$ cat src/rtl/spi_route_pkg.sv
package spi_route_pkg;

  typedef enum logic [1:0] {
    TGT_NONE  = 2'b00,
    TGT_LOCAL = 2'b01,
    TGT_ADC   = 2'b10,
    TGT_SRAM  = 2'b11
  } tgt_e;

  function automatic tgt_e decode_tgt(input logic [1:0] code);
    tgt_e t;
    case (code)
      2'b01:   t = TGT_LOCAL;
      2'b10:   t = TGT_ADC;
      2'b11:   t = TGT_SRAM;
      default: t = TGT_NONE;
    endcase
    return t;
  endfunction

endpackage

$ cat src/rtl/spi_pin_sync.sv
module spi_pin_sync #(
  parameter int WIDTH  = 4,
  parameter int STAGES = 2
) (
  input  logic             clk,
  input  logic             rst_n,
  input  logic [WIDTH-1:0] pin_in,
  output logic [WIDTH-1:0] pin_out
);

  logic [WIDTH-1:0] stage_q [STAGES];

  generate
    for (genvar s = 0; s < STAGES; s++) begin : g_stage
      if (s == 0) begin : g_first
        always_ff @(posedge clk or negedge rst_n) begin
          if (!rst_n) stage_q[0] <= '0;
          else        stage_q[0] <= pin_in;
        end
      end else begin : g_rest
        always_ff @(posedge clk or negedge rst_n) begin
          if (!rst_n) stage_q[s] <= '0;
          else        stage_q[s] <= stage_q[s-1];
        end
      end
    end
  endgenerate

  assign pin_out = stage_q[STAGES-1];

endmodule

$ cat src/rtl/spi_local_reg.sv
module spi_local_reg #(
  parameter int REG_W = 8,
  parameter int LEN_W = 2
) (
  input  logic             clk,
  input  logic             rst_n,
  input  logic             sel_s,
  input  logic             sclk_s,
  input  logic             sdi_s,
  input  logic             seq_busy,
  output logic             tx_bit,
  output logic [LEN_W-1:0] run_len,
  output logic             run_pulse
);

  localparam int CNT_W   = $clog2(REG_W + 2);
  localparam int LEN_LSB = 1;
  localparam logic [CNT_W-1:0] FULL_CNT = CNT_W'(REG_W);
  localparam logic [CNT_W-1:0] SAT_CNT  = CNT_W'(REG_W + 1);

  logic [REG_W-1:0] word_q, word_d;
  logic [REG_W-1:0] rx_q, rx_d;
  logic [REG_W-1:0] tx_q, tx_d;
  logic [CNT_W-1:0] cnt_q, cnt_d;
  logic             sel_q, sclk_q;
  logic             pulse_q, pulse_d;
  logic             start_xfer, end_xfer, rise, fall, commit;

  assign start_xfer = sel_s & ~sel_q;
  assign end_xfer   = ~sel_s & sel_q;
  assign rise       = sel_s & sclk_s & ~sclk_q;
  assign fall       = sel_s & ~sclk_s & sclk_q;
  assign commit     = end_xfer & (cnt_q == FULL_CNT);

  always_comb begin
    word_d  = word_q;
    rx_d    = rx_q;
    tx_d    = tx_q;
    cnt_d   = cnt_q;
    pulse_d = 1'b0;
    if (start_xfer) begin
      tx_d  = {word_q[REG_W-1:1], 1'b0};
      rx_d  = '0;
      cnt_d = '0;
    end else begin
      if (rise) begin
        rx_d = {rx_q[REG_W-2:0], sdi_s};
        if (cnt_q != SAT_CNT) cnt_d = cnt_q + 1'b1;
      end
      if (fall) begin
        tx_d = {tx_q[REG_W-2:0], 1'b0};
      end
    end
    if (commit) begin
      word_d  = {rx_q[REG_W-1:1], 1'b0};
      pulse_d = rx_q[0] & ~seq_busy;
    end
  end

  always_ff @(posedge clk or negedge rst_n) begin
    if (!rst_n) begin
      word_q  <= '0;
      rx_q    <= '0;
      tx_q    <= '0;
      cnt_q   <= '0;
      sel_q   <= 1'b0;
      sclk_q  <= 1'b0;
      pulse_q <= 1'b0;
    end else begin
      word_q  <= word_d;
      rx_q    <= rx_d;
      tx_q    <= tx_d;
      cnt_q   <= cnt_d;
      sel_q   <= sel_s;
      sclk_q  <= sclk_s;
      pulse_q <= pulse_d;
    end
  end

  assign tx_bit    = tx_q[REG_W-1];
  assign run_len   = word_q[LEN_LSB +: LEN_W];
  assign run_pulse = pulse_q;

  AST_PULSE_SINGLE: assert property (@(posedge clk) disable iff (!rst_n)
    run_pulse |=> !run_pulse);

  AST_LEN_HOLD: assert property (@(posedge clk) disable iff (!rst_n)
    !sel_q |=> $stable(run_len));

  AST_RUN_NOT_BUSY: assert property (@(posedge clk) disable iff (!rst_n)
    run_pulse |-> !$past(seq_busy));

endmodule

$ cat src/rtl/spi_bus_mux.sv
module spi_bus_mux
  import spi_route_pkg::*;
(
  input  logic clk,
  input  logic rst_n,
  input  tgt_e tgt,
  input  logic seq_busy,
  input  logic host_sclk,
  input  logic host_sdi,
  input  logic tx_bit,
  input  logic int_sdo,
  input  logic seq_sclk,
  input  logic seq_sdi,
  input  logic seq_cs_adc_n,
  input  logic seq_cs_sram_n,
  output logic host_sdo,
  output logic int_sclk,
  output logic int_sdi,
  output logic int_cs_adc_n,
  output logic int_cs_sram_n
);

  logic host_dev;

  assign host_dev = (tgt == TGT_ADC) || (tgt == TGT_SRAM);

  always_comb begin
    if (seq_busy) begin
      int_sclk      = seq_sclk;
      int_sdi       = seq_sdi;
      int_cs_adc_n  = seq_cs_adc_n;
      int_cs_sram_n = seq_cs_sram_n;
    end else if (host_dev) begin
      int_sclk      = host_sclk;
      int_sdi       = host_sdi;
      int_cs_adc_n  = (tgt != TGT_ADC);
      int_cs_sram_n = (tgt != TGT_SRAM);
    end else begin
      int_sclk      = 1'b0;
      int_sdi       = 1'b0;
      int_cs_adc_n  = 1'b1;
      int_cs_sram_n = 1'b1;
    end
  end

  always_comb begin
    case (tgt)
      TGT_LOCAL:        host_sdo = tx_bit;
      TGT_ADC, TGT_SRAM: host_sdo = seq_busy ? 1'b1 : int_sdo;
      default:          host_sdo = 1'b1;
    endcase
  end

  AST_CS_EXCLUSIVE: assert property (@(posedge clk) disable iff (!rst_n)
    !seq_busy |-> !(!int_cs_adc_n && !int_cs_sram_n));

  AST_BUSY_BLOCKS_HOST: assert property (@(posedge clk) disable iff (!rst_n)
    (seq_busy && host_dev) |-> host_sdo);

  AST_IDLE_QUIET: assert property (@(posedge clk) disable iff (!rst_n)
    (!seq_busy && !host_dev) |-> (int_cs_adc_n && int_cs_sram_n && !int_sclk));

endmodule

$ cat src/rtl/spi_route_hub.sv
module spi_route_hub
  import spi_route_pkg::*;
#(
  parameter int REG_W       = 8,
  parameter int LEN_W       = 2,
  parameter int SYNC_STAGES = 2
) (
  input  logic             clk,
  input  logic             rst_n,
  input  logic [1:0]       tgt_sel,
  input  logic             host_sclk,
  input  logic             host_sdi,
  output logic             host_sdo,
  output logic             int_sclk,
  output logic             int_sdi,
  input  logic             int_sdo,
  output logic             int_cs_adc_n,
  output logic             int_cs_sram_n,
  input  logic             seq_busy,
  input  logic             seq_sclk,
  input  logic             seq_sdi,
  input  logic             seq_cs_adc_n,
  input  logic             seq_cs_sram_n,
  output logic             seq_sdo,
  output logic [LEN_W-1:0] run_len,
  output logic             run_pulse
);

  localparam int SYNC_W = 4;

  logic [1:0]        rst_sync_q;
  logic              rst_int_n;
  logic [SYNC_W-1:0] pins_raw, pins_s;
  logic              sel_local_s;
  logic              tx_bit;
  tgt_e              tgt_now;

  always_ff @(posedge clk or negedge rst_n) begin
    if (!rst_n) rst_sync_q <= 2'b00;
    else        rst_sync_q <= {rst_sync_q[0], 1'b1};
  end
  assign rst_int_n = rst_sync_q[1];

  assign pins_raw = {tgt_sel, host_sclk, host_sdi};

  spi_pin_sync #(.WIDTH(SYNC_W), .STAGES(SYNC_STAGES)) u_sync (
    .clk     (clk),
    .rst_n   (rst_int_n),
    .pin_in  (pins_raw),
    .pin_out (pins_s)
  );

  assign sel_local_s = (decode_tgt(pins_s[3:2]) == TGT_LOCAL);
  assign tgt_now     = decode_tgt(tgt_sel);

  spi_local_reg #(.REG_W(REG_W), .LEN_W(LEN_W)) u_reg (
    .clk       (clk),
    .rst_n     (rst_int_n),
    .sel_s     (sel_local_s),
    .sclk_s    (pins_s[1]),
    .sdi_s     (pins_s[0]),
    .seq_busy  (seq_busy),
    .tx_bit    (tx_bit),
    .run_len   (run_len),
    .run_pulse (run_pulse)
  );

  spi_bus_mux u_mux (
    .clk           (clk),
    .rst_n         (rst_int_n),
    .tgt           (tgt_now),
    .seq_busy      (seq_busy),
    .host_sclk     (host_sclk),
    .host_sdi      (host_sdi),
    .tx_bit        (tx_bit),
    .int_sdo       (int_sdo),
    .seq_sclk      (seq_sclk),
    .seq_sdi       (seq_sdi),
    .seq_cs_adc_n  (seq_cs_adc_n),
    .seq_cs_sram_n (seq_cs_sram_n),
    .host_sdo      (host_sdo),
    .int_sclk      (int_sclk),
    .int_sdi       (int_sdi),
    .int_cs_adc_n  (int_cs_adc_n),
    .int_cs_sram_n (int_cs_sram_n)
  );

  assign seq_sdo = int_sdo;

  AST_PULSE_QUIET_BUSY: assert property (@(posedge clk) disable iff (!rst_int_n)
    ($past(seq_busy) && seq_busy) |-> !run_pulse);

endmodule

$ cat config.mk
export PLATFORM = sky130hd
export DESIGN_NAME = spi_route_hub
export DESIGN_NICKNAME = d
export VERILOG_FILES = /design/src/rtl/spi_route_pkg.sv /design/src/rtl/spi_pin_sync.sv /design/src/rtl/spi_local_reg.sv /design/src/rtl/spi_bus_mux.sv /design/src/rtl/spi_route_hub.sv
export SDC_FILE = /design/constraint.sdc
export NUM_CORES = 1
export LEC_CHECK = 0
export ABC_CLOCK_PERIOD_IN_PS = 3410
export CORE_MARGIN = 2
export CORE_UTILIZATION = 35
export CTS_BUF_LIST = sky130_fd_sc_hd__clkbuf_4 sky130_fd_sc_hd__clkbuf_8
export DETAILED_ROUTE_END_ITERATION = 12
export DONT_BUFFER_PORTS = 1
export GPL_TIMING_DRIVEN = 0
export PLACE_DENSITY = 0.54
export SLEW_MARGIN = 20
export SYNTH_ARGS = -nofsm -noshare
export SYNTH_HDL_FRONTEND = slang
export SYNTH_SLANG_ARGS = --single-unit
$ cat constraint.sdc
create_clock -name clk -period 3.41 [get_ports clk]
set_input_delay 0 -clock clk [delete_from_list [all_inputs] [get_ports clk]]
set_output_delay 0 -clock clk [all_outputs]
set_load 0.005 [all_outputs]
==> results of run 1 <==
-- state kept, by name, indices dropped and copies added (netlist names) --
register / flops
rst_sync_q: 2
u_reg.cnt_q: 4
u_reg.rx_q: 8
u_reg.sel_q: 1
u_reg.run_pulse: 1
u_sync.pin_out: 4
u_reg.tx_q: 7
u_reg.sclk_q: 1
u_sync.stage_q: 4
u_reg.word_q: 7
-- worst max-delay path: cells and delay by family, from the launching register on --
family,cells,cell delay (ns)
flip-flops,1,0.42
AND/OR/NAND/NOR,2,0.47
adder cells (fa/ha/maj),1,0.16
multiplexers,1,0.36
buffers and inverters,1,0.09
-- placed cells by master, fill, tap and decap left out, types with 2 or more instances in the layout --
cell,count
nand3_1,4
o21ai_0,5
ha_1,3
buf_4,4
clkbuf_8,6
o22ai_1,12
dlygate4sd3_1,7
dfrtp_1,38
a21oi_1,13
a22o_1,11
inv_1,6
nor2b_1,3
mux2_2,8
nor3b_1,2
-- cell families (layout without fill, tap and decap cells) --
kind of cell    Yosys count  count (layout)  share of synthesized area (%)
other cells               1               1                         0.2283
compound gates           42              42                          16.91
buf+inv                  12              26                          4.189
flops                    39              39                          59.41
fa+ha+maj                 3               3                          2.285
simple gates             23              23                          11.50
mux                       8               8                          5.484
-- layer usage --
| metal | GRT usage (%) | routed length (microns) | vias to the layer above |
|---|---|---|---|
| met1 | 15.27 | 1326 | 523 |
| met5 | 0 | 0 | - |
| met2 | 21.00 | 1440 | 33 |
| met4 | 6.584 | 63 | 0 |
| li1 | - | - | 497 |
| met3 | 4.028 | 159 | 5 |
-- where the power goes --
part	total [mW]	internal (mW)	leakage [nW]	switching [mW]
logic	0.0670	0.0360	0.271	0.0309
clock network	0.310	0.158	0.0470	0.151
registers	0.509	0.483	0.506	0.0255
-- metrics by stage --
stage	worst slack [ns]	hold WS (ns)
2_1_floorplan	1.992	-0.2956
3_3_place_gp	1.819	-0.2955
3_5_place_dp	1.802	-0.2955
4_1_cts	1.773	0.05662
5_1_grt	1.687	0.05790
6_report	1.779	0.05461
-- final cells by class --
cell class,count,area [sq um]
repair buffers,7,70.07
clock inverters,1,5.005
multi-input cells,77,598.1
fillers,425,2577
plain buffers,6,46.29
well taps,52,65.06
inverters,6,22.52
clock buffers,6,82.58
flip-flops and latches,39,977.2
-- repair_timing --
item | 4_1_cts | 5_1_grt
setup buffers | 0 | 0
hold buffers | 7 | 0
endpoints found under the hold margin | 7 | 0
-- worst max-delay path by stage --
| stage | start | end | slack, ns |
|---|---|---|---|
| 3_3_place_gp | u_reg.cnt_q[0] | u_reg.word_q[7] | 1.82 |
| 3_5_place_dp | u_reg.cnt_q[0] | u_reg.word_q[5] | 1.80 |
| 4_1_cts | u_reg.cnt_q[0] | u_reg.word_q[5] | 1.77 |
| 6_report | u_reg.cnt_q[0] | u_reg.word_q[5] | 1.78 |
| 2_1_floorplan | u_reg.cnt_q[0] | u_reg.word_q[1] | 1.99 |
| 5_1_grt | u_reg.cnt_q[0] | u_reg.word_q[5] | 1.69 |
==> results, run 1 <==
- The count of standard-cell rows is 24.
- The number of antenna diodes in the final layout is 0.
- The clock arrives with roughly 0.0025 ns of skew.
- The worst slew margin relative to its limit is between 40% and 50%.
- In this run the power density over the cells is 474.2 nW/um^2.
- The source-to-sink clock delay at the later pin of the worst-skew pair is roughly 0.29 ns.
- The leading register cell type out of synthesis is dfrtp_1.
- The first global-routing pass estimated 5037 microns of wire.
- Summing all placed instances gives a cell area of 1709 sq um.
- The number of max-slew violations in the final report is 0.
- Counting instances, the worst hold path has a depth of 1.
- The number of synthesized register bits is 39.
- The cell with the largest stage delay on the worst path is dfrtp_1.
- The total nets after synthesis is 143.
- Input and output buffers added on the ports amount to 0.
- Clock-pin slew was measured on the worst setup and hold paths at about 0.070 ns.
- The endpoint class of the critical path is a flop.
- For this configuration, the core starts out at a cell density of 36.97%.
- The sum of routed wire length over all layers is 2989 microns.
- In this run the vertical extent of the chip is just over 70 microns.
- After detailed routing, the number of vias per cell comes to between 5 and 6.
- Synthesis instantiated 30 different standard cells from the library.
- The final setup TNS is 0 ns.
- Across the run, the number of max-cap violations was 0.
- The total number of vias is 1058.
- The class of the worst hold path is in -> out.
- At the worst endpoint, the arrival time is 1.81 ns.
- Across every metal layer, demand over resource in global routing totals 12.86%.
- Counting every sink on the clock net gives 39.
- The number of enable-type register cells in the synthesized netlist is 0.
- The hold path startpoint is seq_busy.
- 21 I/O pins were placed.
- The number of instances resized during post-cts repair is 0.
- The run finished with clean final reports.
- Compared with the post-synthesis result, the final layout area differs by 13.63%.
- The pin count of the biggest net entering global routing is 38.
- The hold violation total from the final report is 0.
- The number of antenna violations at the first check in global routing was 0.
- The maximum fanout along the worst path is 7.
- The endpoint of the most critical register-to-register path is u_reg.word_q[5].
- The first-pass iteration count of the detailed router is 4.
- IR analysis of the VDD net gives a maximum drop of 0.2169 mV.
- The per-cell routed wire length is approximately 15 microns.
- For this run, the number of Yosys warnings is 0.
- The share of cells above drive strength 1 is between 10% and 20%.
- Traced cell by cell, the critical path runs through inv_1 -> ha_1 -> nand4b_1 -> nor2_4 -> mux2_2.
- The type of origin of the critical path is a flop.
- The core region is ~4400 sq um.
- The cell area after layout is 1867 sq um.
- The total overflow reported by the global router is 0.
- The path with the worst hold slack has its endpoint at int_cs_adc_n.
- The biggest area contributor in the post-synthesis netlist is dfrtp_1.
- The kind of critical path is reg -> reg.
- Setup violations remaining at the end of the flow were counted as 0.
- The total instance count after detailed placement is 180.
- Measured along the x axis, the die boundary spans 72.51 microns.
- The average cell area after synthesis is ~13 sq um.
- The worst setup slack for register-to-register paths is 1.78 ns.
- The sum of net half-perimeters after detailed placement is 2091 microns.
- The CTS tree is done.
- The via count of the first global-routing pass is 1100.
- The smallest clock period supported by the final layout is computed as 1.631 ns.
- Of all flip-flops after synthesis, the portion carrying an async set or reset was 100.0%.
- The floorplan step defined a die boundary enclosing 5258 sq um.
- The final RePlAce weighted congestion is 0.7103.
- The data required time at the worst endpoint is 3.59 ns.
- The clock passes through at most 2 buffers.
- The leakage power figure is about 0.8 nW.
- The final standard cell utilization of the core is 42.00%.
- The worst register-to-register path begins at u_reg.cnt_q[0].
- The remaining design rule violation count is 0.
- At the pin with the least slew margin, the transition time is approximately 0.8 ns.
- The delay of the slowest critical-path stage is 0.42 ns.
- The total design power is ~890 uW.
- The maximum achievable frequency is 613.0 MHz.
- By instance count, the leading cell after synthesis is dfrtp_1.
- The final cell count without fillers is 194.
- The fraction of the yosys area taken by sequential cells is 59.41%.
- The share of synthesized area in the top cell type comes to 59.41%.
- After synthesis, the most frequently instantiated cells are dfrtp_1, a21oi_1, o22ai_1.
- The number of nets in the final layout is ~160.
- The worst path uses 47.84% of the clock period.
- After technology mapping, the gate count stands at 128.
- The number of nets with antenna violations after routing is 0.
- The initial DRC count is 54.
- The number of buffers created by CTS is 5.
- The post-synth design cell area is 1643 sq um.
- Setup repair after global routing left no endpoint under its margin.
- CTS placed an instance of clkbuf_8 at the clock tree root.
- Sorting the synthesized cells by area gives the leading types as dfrtp_1, a22o_1, mux2_2.
- The number of H-tree branching levels is 2.
- The depth of the worst register-to-register path is 5.
(Power assumes the default switching activity.)
==> inputs of run 2 (changes only) <==
--- a/config.mk
+++ b/config.mk
@@ -5,7 +5,7 @@
 export SDC_FILE = /design/constraint.sdc
 export NUM_CORES = 1
 export LEC_CHECK = 0
-export ABC_CLOCK_PERIOD_IN_PS = 3410
+export ABC_CLOCK_PERIOD_IN_PS = 1600
 export CORE_MARGIN = 2
 export CORE_UTILIZATION = 35
 export CTS_BUF_LIST = sky130_fd_sc_hd__clkbuf_4 sky130_fd_sc_hd__clkbuf_8
==> constraint.sdc (replaced) <==
create_clock -name clk -period 1.6 [get_ports clk]
set_input_delay 0 -clock clk [delete_from_list [all_inputs] [get_ports clk]]
set_output_delay 0 -clock clk [all_outputs]
set_load 0.005 [all_outputs]
==> run 2 against run 1 <==
Fmax is 2.8% higher. Clock-buffer cell count stayed put. Sequential power is 110% higher. Die area stayed put.
==> results, run 2 (same netlist as run 1, synthesis figures left out) <==
- The number of H-tree branching levels is 2 (unchanged).
- The register with the highest flop count is u_reg.rx_q.
- The number of vias per cell is 5.515 (+1.1%).
- The met1 usage in global routing is 15.45% (+0.18 points).
- The total overflow reported by the global router is 0 (unchanged).
- The met2 capacity usage during global routing is 21.71% (+0.71 points).
- The part of the cycle the worst path needs was 99.18% (+51 points).
- The number of nets in the final layout is 163 (+3.8%).
- The number of antenna violations at the first check in global routing was 0 (unchanged).
- The die height is 72.51 microns (unchanged).
- The share of cells above drive strength 1 came to 23.65% (+4.6 points).
- The final setup TNS is 0 ns (unchanged).
- The initial DRC count is 47 (-13%).
- The die area was 5258 sq um (unchanged).
- The total number of vias is 1103 (+4.3%).
- The per-cell routed wire length came to 15.65 microns (+1.5%).
- The horizontal die dimension came to 72.51 microns (unchanged).
- The shortest period the worst path allows was 1.587 ns (-0.04441 ns).
- The largest registers in the layout are u_reg.rx_q x8, u_reg.tx_q x7, u_reg.word_q x7.
- The endpoint class of the critical path is a flop.
- The commonest non-fill, non-tap cell in the layout is dfrtp_1.
- The starting density of the core was 36.97% (unchanged).
- The worst IR drop on VDD is 0.4679 mV (+120%).
- The total design power is 1.903 mW (+110%).
- The number of buffers created by CTS is 5 (unchanged).
- The type of origin of the critical path is a flop.
- The pin count of the biggest net entering global routing was 38 (unchanged).
- The run finished with clean final reports.
- The global-route wire length before repair is 5133 microns (+1.9%).
- The slowest stage of the critical path is the dfrtp_1 cell.
- The count of buffers inserted at the top-level ports came to 0 (unchanged).
- The final RePlAce weighted congestion is 0.7103 (unchanged).
- The data required time at the worst endpoint is 1.78 ns (-1.81 ns).
- TritonCTS built the clock tree.
- The maximum fanout along the worst path is 7 (unchanged).
- The delay of the slowest critical-path stage is 0.40 ns (-0.02 ns).
- The kind of critical path is reg -> reg.
- The hold violation total from the final report came to 0 (unchanged).
- Traced cell by cell, the critical path runs through inv_1 -> ha_2 -> nand4b_1 -> nor2_4 -> buf_12 -> mux2_2.
- The source-to-sink clock delay at the later pin of the worst-skew pair came to 0.29 ns (about the same).
- The met3 layer usage reported by global route is 4.028% (unchanged).
- The arrival time of data at the critical path endpoint was 1.77 ns (-0.04 ns).
- The maximum root-to-sink buffer count is 2 (unchanged).
- The clock-pin slew of the registers on the worst-case setup and hold paths was 0.07 ns (about the same).
- The first-pass iteration count of the detailed router was 4 (unchanged).
- The number of max-slew violations in the final report is 0 (unchanged).
- The transition time at the pin with the least slew margin is 0.7859 ns (-0.0002547 ns).
- The remaining design rule violation count is 0 (unchanged).
- The number of inserted diodes came to 0 (unchanged).
- In the layout the commonest cells are dfrtp_1, a21oi_1, o22ai_1, a22o_1, buf_4.
- The leakage power figure is 0.8573 nW (+4.0%).
- The number of nets with antenna violations after routing is 0 (unchanged).
- The power density normalized to cell area is 982.1 nW/um^2 (+110%).
- The sum of routed wire length over all layers came to 3129 microns (+4.7%).
- The flip-flop count of the largest register, all copies and words added is 8 (unchanged).
- The number of maximum-capacitance constraint violations is 0 (unchanged).
- The global router's overall resource usage is 13.12% (+0.26 points).
- The via count of the first global-routing pass is 1131 (+2.8%).
- The number of primary I/O pins is 21 (unchanged).
- The worst-case hold slack was 0.05460 ns (-0.000004300 ns).
- The maximum achievable frequency is 630.2 MHz (+2.8%).
- The worst slew margin relative to its limit came to 47.60% (about the same).
- The most utilized layer in the global route result is met2.
- The clock sink count is 39 (unchanged).
- The worst hold path belongs to the class in -> out.
- The placeable core area is 4444 sq um (unchanged).
- The sum of net half-perimeters after detailed placement was 2091 microns (unchanged).
- The final-layout fill cell count was 419 (-1.4%).
- The area growth from synthesis to layout is 17.97%.
- The buffer cell driving the clock tree root is clkbuf_8.
- The count of standard-cell rows is 24 (unchanged).
- The final-report setup violation count was 0 (unchanged).
- The worst-case clock skew came to 0.001819 ns (-0.0007023 ns).
[run 2: changes by cell type in the layout (fill, tap and decap cells not counted)]
| cell | before | now |
|---|---|---|
| buf_4 | 4 | 9 |
| ha_2 | 0 | 1 |
| inv_2 | 0 | 1 |
| buf_12 | 0 | 1 |
| mux2_2 | 8 | 5 |
| mux2_4 | 0 | 3 |
| ha_1 | 3 | 2 |
| inv_1 | 6 | 5 |
[run 2: where the power goes]
group / switching [mW] / internal (mW)
Clock: 0.326 / 0.338
Combinational: 0.0713 / 0.0847
Sequential: 0.0533 / 1.03
[run 2: path summary, 6_finish.rpt]
path	slack (ns)	endpoint	startpoint	depth (start not counted)
min reg2reg	0.35	u_sync.pin_out[1]	u_sync.stage_q[5]	0
min in group asynchronous	0.36	u_reg.rx_q[2]	rst_sync_q[1]	0
max in group asynchronous	0.75	u_reg.cnt_q[1]	rst_sync_q[1]	0
max reg2reg	0.01	u_reg.word_q[3]	u_reg.cnt_q[0]	6
min	0.05	int_cs_adc_n	seq_busy	1
max	0.01	u_reg.word_q[3]	u_reg.cnt_q[0]	6
[run 2: timing repair]
action	in CTS	in global routing
endpoints found under the setup margin	7	7
buffers inserted	2	4
hold buffers	7	0
hold endpoints to repair	7	0
pin swaps	1	1
gates resized for setup	1	4
[run 2: layout make-up]
cell class	count	area [sq um]	share of cell area (%)
plain buffers	6	46.29	2.389
flip-flops and latches	39	977.2	50.42
multi-input cells	77	611.8	31.57
repair buffers	13	127.6	6.585
clock buffers	6	82.58	4.261
well taps	52	65.06	3.357
clock inverters	1	5.005	0.2582
inverters	6	22.52	1.162
[run 2: metrics by stage]
step	util, %	std cells	area [sq um]	setup WS, ns
finish	43.61	200	1938	0.01316
global route	43.61	200	1938	-0.03674
CTS	42.34	196	1882	-0.01035
detailed placement	38.46	180	1709	-0.008498
global placement	38.43	180	1708	0.009361
floorplan	-	128	1643	0.1819
[run 2: worst max-delay path, delay by kind of cell (launching register included)]
kind	cells	cell delay, ns
adders and majority gates	1	0.18
DFF	1	0.40
buffers and inverters	2	0.24
muxes	1	0.33
and+or+nand+nor	2	0.33
[run 2: per-layer routing]
metal / wire, microns / vias to the layer above
met5: 0 / -
met1: 1362 / 547
met2: 1536 / 38
met3: 166 / 5
met4: 64 / 0
li1: - / 513
==> inputs of run 3 (changes only) <==
--- a/config.mk
+++ b/config.mk
@@ -5,6 +5,7 @@
 export SDC_FILE = /design/constraint.sdc
 export NUM_CORES = 1
 export LEC_CHECK = 0
+export ABC_AREA = 1
 export ABC_CLOCK_PERIOD_IN_PS = 1600
 export CORE_MARGIN = 2
 export CORE_UTILIZATION = 35
==> run 3 against run 2 <==
Combinational power increased by 140%. Critical endpoint is now u_reg.word_q[7]. Clock power increased by 27%. Fmax increased by 23%. Sequential power increased by 12%. Critical path type unchanged. Register-to-register slack improved by 0.29 ns. First-iteration DRC count increased by 96%. Clock skew increased by 0.0026 ns. Largest cell class unchanged. Highest routed layer unchanged. Largest power group unchanged.
==> results, run 3 <==
- The register area is 977.2 sq um (unchanged).
- The clock-pin slew of the registers on the worst-case setup and hold paths is 0.08 ns (about the same).
- The number of nets with antenna violations after routing was 0 (unchanged).
- The worst hold path begins at tgt_sel[0].
- The path class of the tightest hold or removal check is in -> out.
- The share of the synthesized area in compound gates (AO/OA/AOI/OAI) is 11.78% (-5.1 points).
- The final standard cell utilization of the core is 42.79% (-0.82 points).
- The final setup TNS is 0 ns (unchanged).
- The clock group share of total power is 34.7% (-0.2 points).
- The worst-case clock skew came to 0.004369 ns (+0.002550 ns).
- The proportion of synthesized area in mux cells came to 0% (-5.5 points).
- The maximum root-to-sink buffer count was 2 (unchanged).
- The per-cell routed wire length is 11.39 microns (-27%).
- The number of warnings printed during yosys synthesis is 0 (unchanged).
- The buffer cell driving the clock tree root is clkbuf_8.
- The total nets after synthesis is 189 (+32%).
- The post-synth design cell area is 1742 sq um (+6.0%).
- The part of the cycle the worst path needs is 80.87% (-18 points).
- The number of inserted diodes came to 0 (unchanged).
- The data required time at the worst endpoint is 1.78 ns (about the same).
- The total instance count after detailed placement is 242 (+34%).
- The die height is 74.54 microns (+2.8%).
- The placeable core area came to 4755 sq um (+7.0%).
- The power dissipated by switching net loads is 658.2 uW (+46%).
- The post-synthesis xor/xnor area fraction is 0.5029% (+0.50 points).
- The final critical-path setup slack is 0.3060 ns (+0.2929 ns).
- The commonest non-fill, non-tap cell in the layout is nand2_1.
- The total overflow reported by the global router is 0 (unchanged).
- The horizontal die dimension is 74.54 microns (+2.8%).
- The final-layout fill cell count is 485 (+16%).
- The CTS tree is done.
- The number of synthesized register bits is 39 (unchanged).
- The flip-flop count of the largest register, all copies and words added is 8 (unchanged).
- The first-pass iteration count of the detailed router is 5 (+1).
- The initial DRC count is 92 (+96%).
- The synthesized design spends more area on one cell type than any other, namely dfrtp_1.
- The maximum achievable frequency was 772.8 MHz (+23%).
- The remaining design rule violation count was 0 (unchanged).
- The final RePlAce weighted congestion is 0.8008 (+13%).
- The source-to-sink clock delay at the later pin of the worst-skew pair is 0.29 ns (about the same).
- The internal power component is 1.772 mW (+22%).
- The share of cells above drive strength 1 came to 20.53% (-3.1 points).
- The sum of net half-perimeters after detailed placement was 2099 microns (+0.38%).
- The number of unique standard cell types used by synthesis came to 28 (-6.7%).
- The switching fraction of total power was 27.09% (+3.4 points).
- The combinational group share of total power came to 15.7% (+7.5 points).
- The most used flip-flop cell after synthesis is dfrtp_1.
- The fraction of synthesized cell area taken by the top area cell type is 56.03% (-3.4 points).
- Ranked by instance count, the synthesized netlist is headed by nand2_1, dfrtp_1, inv_1.
- The global-route wire length before repair came to 5285 microns (+3.0%).
- The number of H-tree branching levels is 2 (unchanged).
- The pin count of the biggest net entering global routing is 31 (-18%).
- The number of instances resized during post-cts repair is 0 (-1).
- The leakage power figure is 0.9725 nW (+13%).
- The total number of vias is 1142 (+3.5%).
- The count of mapped cells out of synthesis is 174 (+36%).
- The number of vias per cell is 4.444 (-19%).
- The sequential share of power is 49.7% (-7.2 points).
- The area growth from synthesis to layout is 16.81%.
- The post-placement worst setup slack was 0.2956 ns (+0.3041 ns).
- The worst IR drop on VDD is 0.6913 mV (+48%).
- The number of nets in the final layout is 204 (+25%).
- STA classifies the critical path endpoint as a flop.
- By area, the combinational part of the netlist is dominated by simple AND/OR/NAND/NOR gates.
- The fraction of the yosys area taken by sequential cells is 56.03% (-3.4 points).
- STA classifies the critical path startpoint as a flop.
- The cell area after layout is 2034 sq um (+5.0%).
- The power density normalized to cell area is 1194 nW/um^2 (+22%).
- The number of primary I/O pins is 21 (unchanged).
- The adder-cell share of the synthesized area is 2.155% (-0.13 points).
- The share of synthesized cell area in and, or, nand and nor gates came to 20.47% (+9.0 points).
- The arrival time of data at the critical path endpoint is 1.48 ns (-0.29 ns).
- The via count of the first global-routing pass is 1238 (+9.5%).
- The number of maximum-capacitance constraint violations is 0 (unchanged).
- Tracing the worst setup path back leads to its startpoint at u_reg.cnt_q[0].
- The die area came to 5556 sq um (+5.7%).
- The average cell area after synthesis was 10.01 sq um (-22%).
- The largest registers in the layout are u_reg.rx_q x8, u_reg.tx_q x7, u_reg.word_q x7.
- The worst-case hold slack is 0.06336 ns (+0.008753 ns).
- The starting density of the core is 36.63% (-0.33 points).
- The hold violation total from the final report is 0 (unchanged).
- The top cell types in the final layout, fill and taps aside, are nand2_1, dfrtp_1, inv_1, nand3_1, o21ai_1.
- The sum of routed wire length over all layers is 2926 microns (-6.5%).
- The maximum fanout along the worst path is 10 (+3).
- By area the synthesized netlist is led by dfrtp_1, nand2_1, inv_1.
- The cell area after placement is 1847 sq um (+8.1%).
- The number of buffers created by CTS is 5 (unchanged).
- The flow ran to the end, and the final reports show no timing, DRC or antenna violations.
- Setup repair after global routing left no endpoint under its margin.
- The kind of critical path is reg -> reg.
- The count of buffers inserted at the top-level ports is 0 (unchanged).
- The global router's overall resource usage is 12.73% (-0.39 points).
- The final-report setup violation count is 0 (unchanged).
- The number of antenna violations at the first check in global routing is 0 (unchanged).
- The count of standard-cell rows came to 25 (+4.2%).
- The total design power is 2.430 mW (+28%).
- More flip-flops sit in one register than any other, and that register is u_reg.rx_q.
- The final cell count without fillers is 257 (+28%).
- The clock sink count came to 39 (unchanged).
- The worst register-to-register path begins at u_reg.cnt_q[0].
- The most frequent cell after synthesis is nand2_1.
- The shortest period the worst path allows is 1.294 ns (-0.2929 ns).
- The share of async-settable or async-resettable flops after synthesis is 100.0% (unchanged).
- The number of enable-type register cells in the synthesized netlist is 0 (unchanged).
- The area of the multi-input gates was 611.8 sq um (unchanged).
- The number of max-slew violations in the final report is 0 (unchanged).
==> run 3: cell count changes in the layout (fill, tap and decap cells not counted), sizes merged, moves of 9 or more <==
cell	delta
nand2	+43
a21oi	-10
nand3	+10
o22ai	-12
a22o	-9
inv	+18
o21ai	+15
==> run 3: kinds of logic (layout without fill, tap and decap cells) <==
| kind of cell | after synthesis | in the layout |
|---|---|---|
| buf+inv | 31 | 47 |
| other cells | 1 | 1 |
| compound gates | 29 | 29 |
| xor+xnor | 1 | 1 |
| fa+ha+maj | 3 | 3 |
| flops | 39 | 39 |
| simple gates | 70 | 70 |
==> run 3: power by group through the flow <==
| stage | Combinational [mW] | Clock (mW) | Sequential [mW] |
|---|---|---|---|
| final | 0.381 | 0.842 | 1.21 |
| after detailed placement | 0.370 | 0 | 1.23 |
| after floorplan | 0.300 | 0 | 1.21 |
| after global routing | 0.439 | 0.916 | 1.23 |
| after CTS | 0.388 | 0.871 | 1.21 |
| after global placement | 0.341 | 0 | 1.23 |
==> run 3: layer usage <==
layer  GRT usage (%)  part of all wire, %  vias up
li1                -                    -      581
met1           14.75                   46      527
met4           7.341                  2.3        0
met2           21.34                   48       29
met3           3.252                  4.2        5
met5               0                    0        -
==> run 3: path summary, 6_finish.rpt <==
| kind | to | slack, ns | depth (start not counted) |
|---|---|---|---|
| setup / recovery | u_reg.word_q[7] | 0.31 | 6 |
| hold / removal | int_cs_sram_n | 0.06 | 1 |
| setup reg to reg | u_reg.word_q[7] | 0.31 | 6 |
| hold reg to reg | u_reg.cnt_q[2] | 0.12 | 0 |
| max in group asynchronous | rst_sync_q[1] | 1.00 | 2 |
| min in group asynchronous | u_reg.cnt_q[2] | 0.12 | 0 |
==> run 3: worst max-delay path, stage by stage, from the launching register on <==
cell and delay (ns):
dfrtp_1 0.44, inv_1 0.10, ha_1 0.20, nand4_4 0.16, buf_6 0.18, nand2_1 0.05
o21ai_1 0.05
==> run 3: cell type report <==
type	instances	share of cell area [%]
Buffer	7	3.137
Clock buffer	6	4.059
Clock inverter	2	1.722
Inverter	24	4.428
Multi-Input combinational cell	104	30.07
Sequential cell	39	48.03
Tap cell	67	4.121
Timing Repair Buffer	8	4.428
==> run 3: what timing repair did <==
item,4_1_cts,5_1_grt
setup buffers,0,0
hold buffers,7,0
hold endpoints to repair,7,0
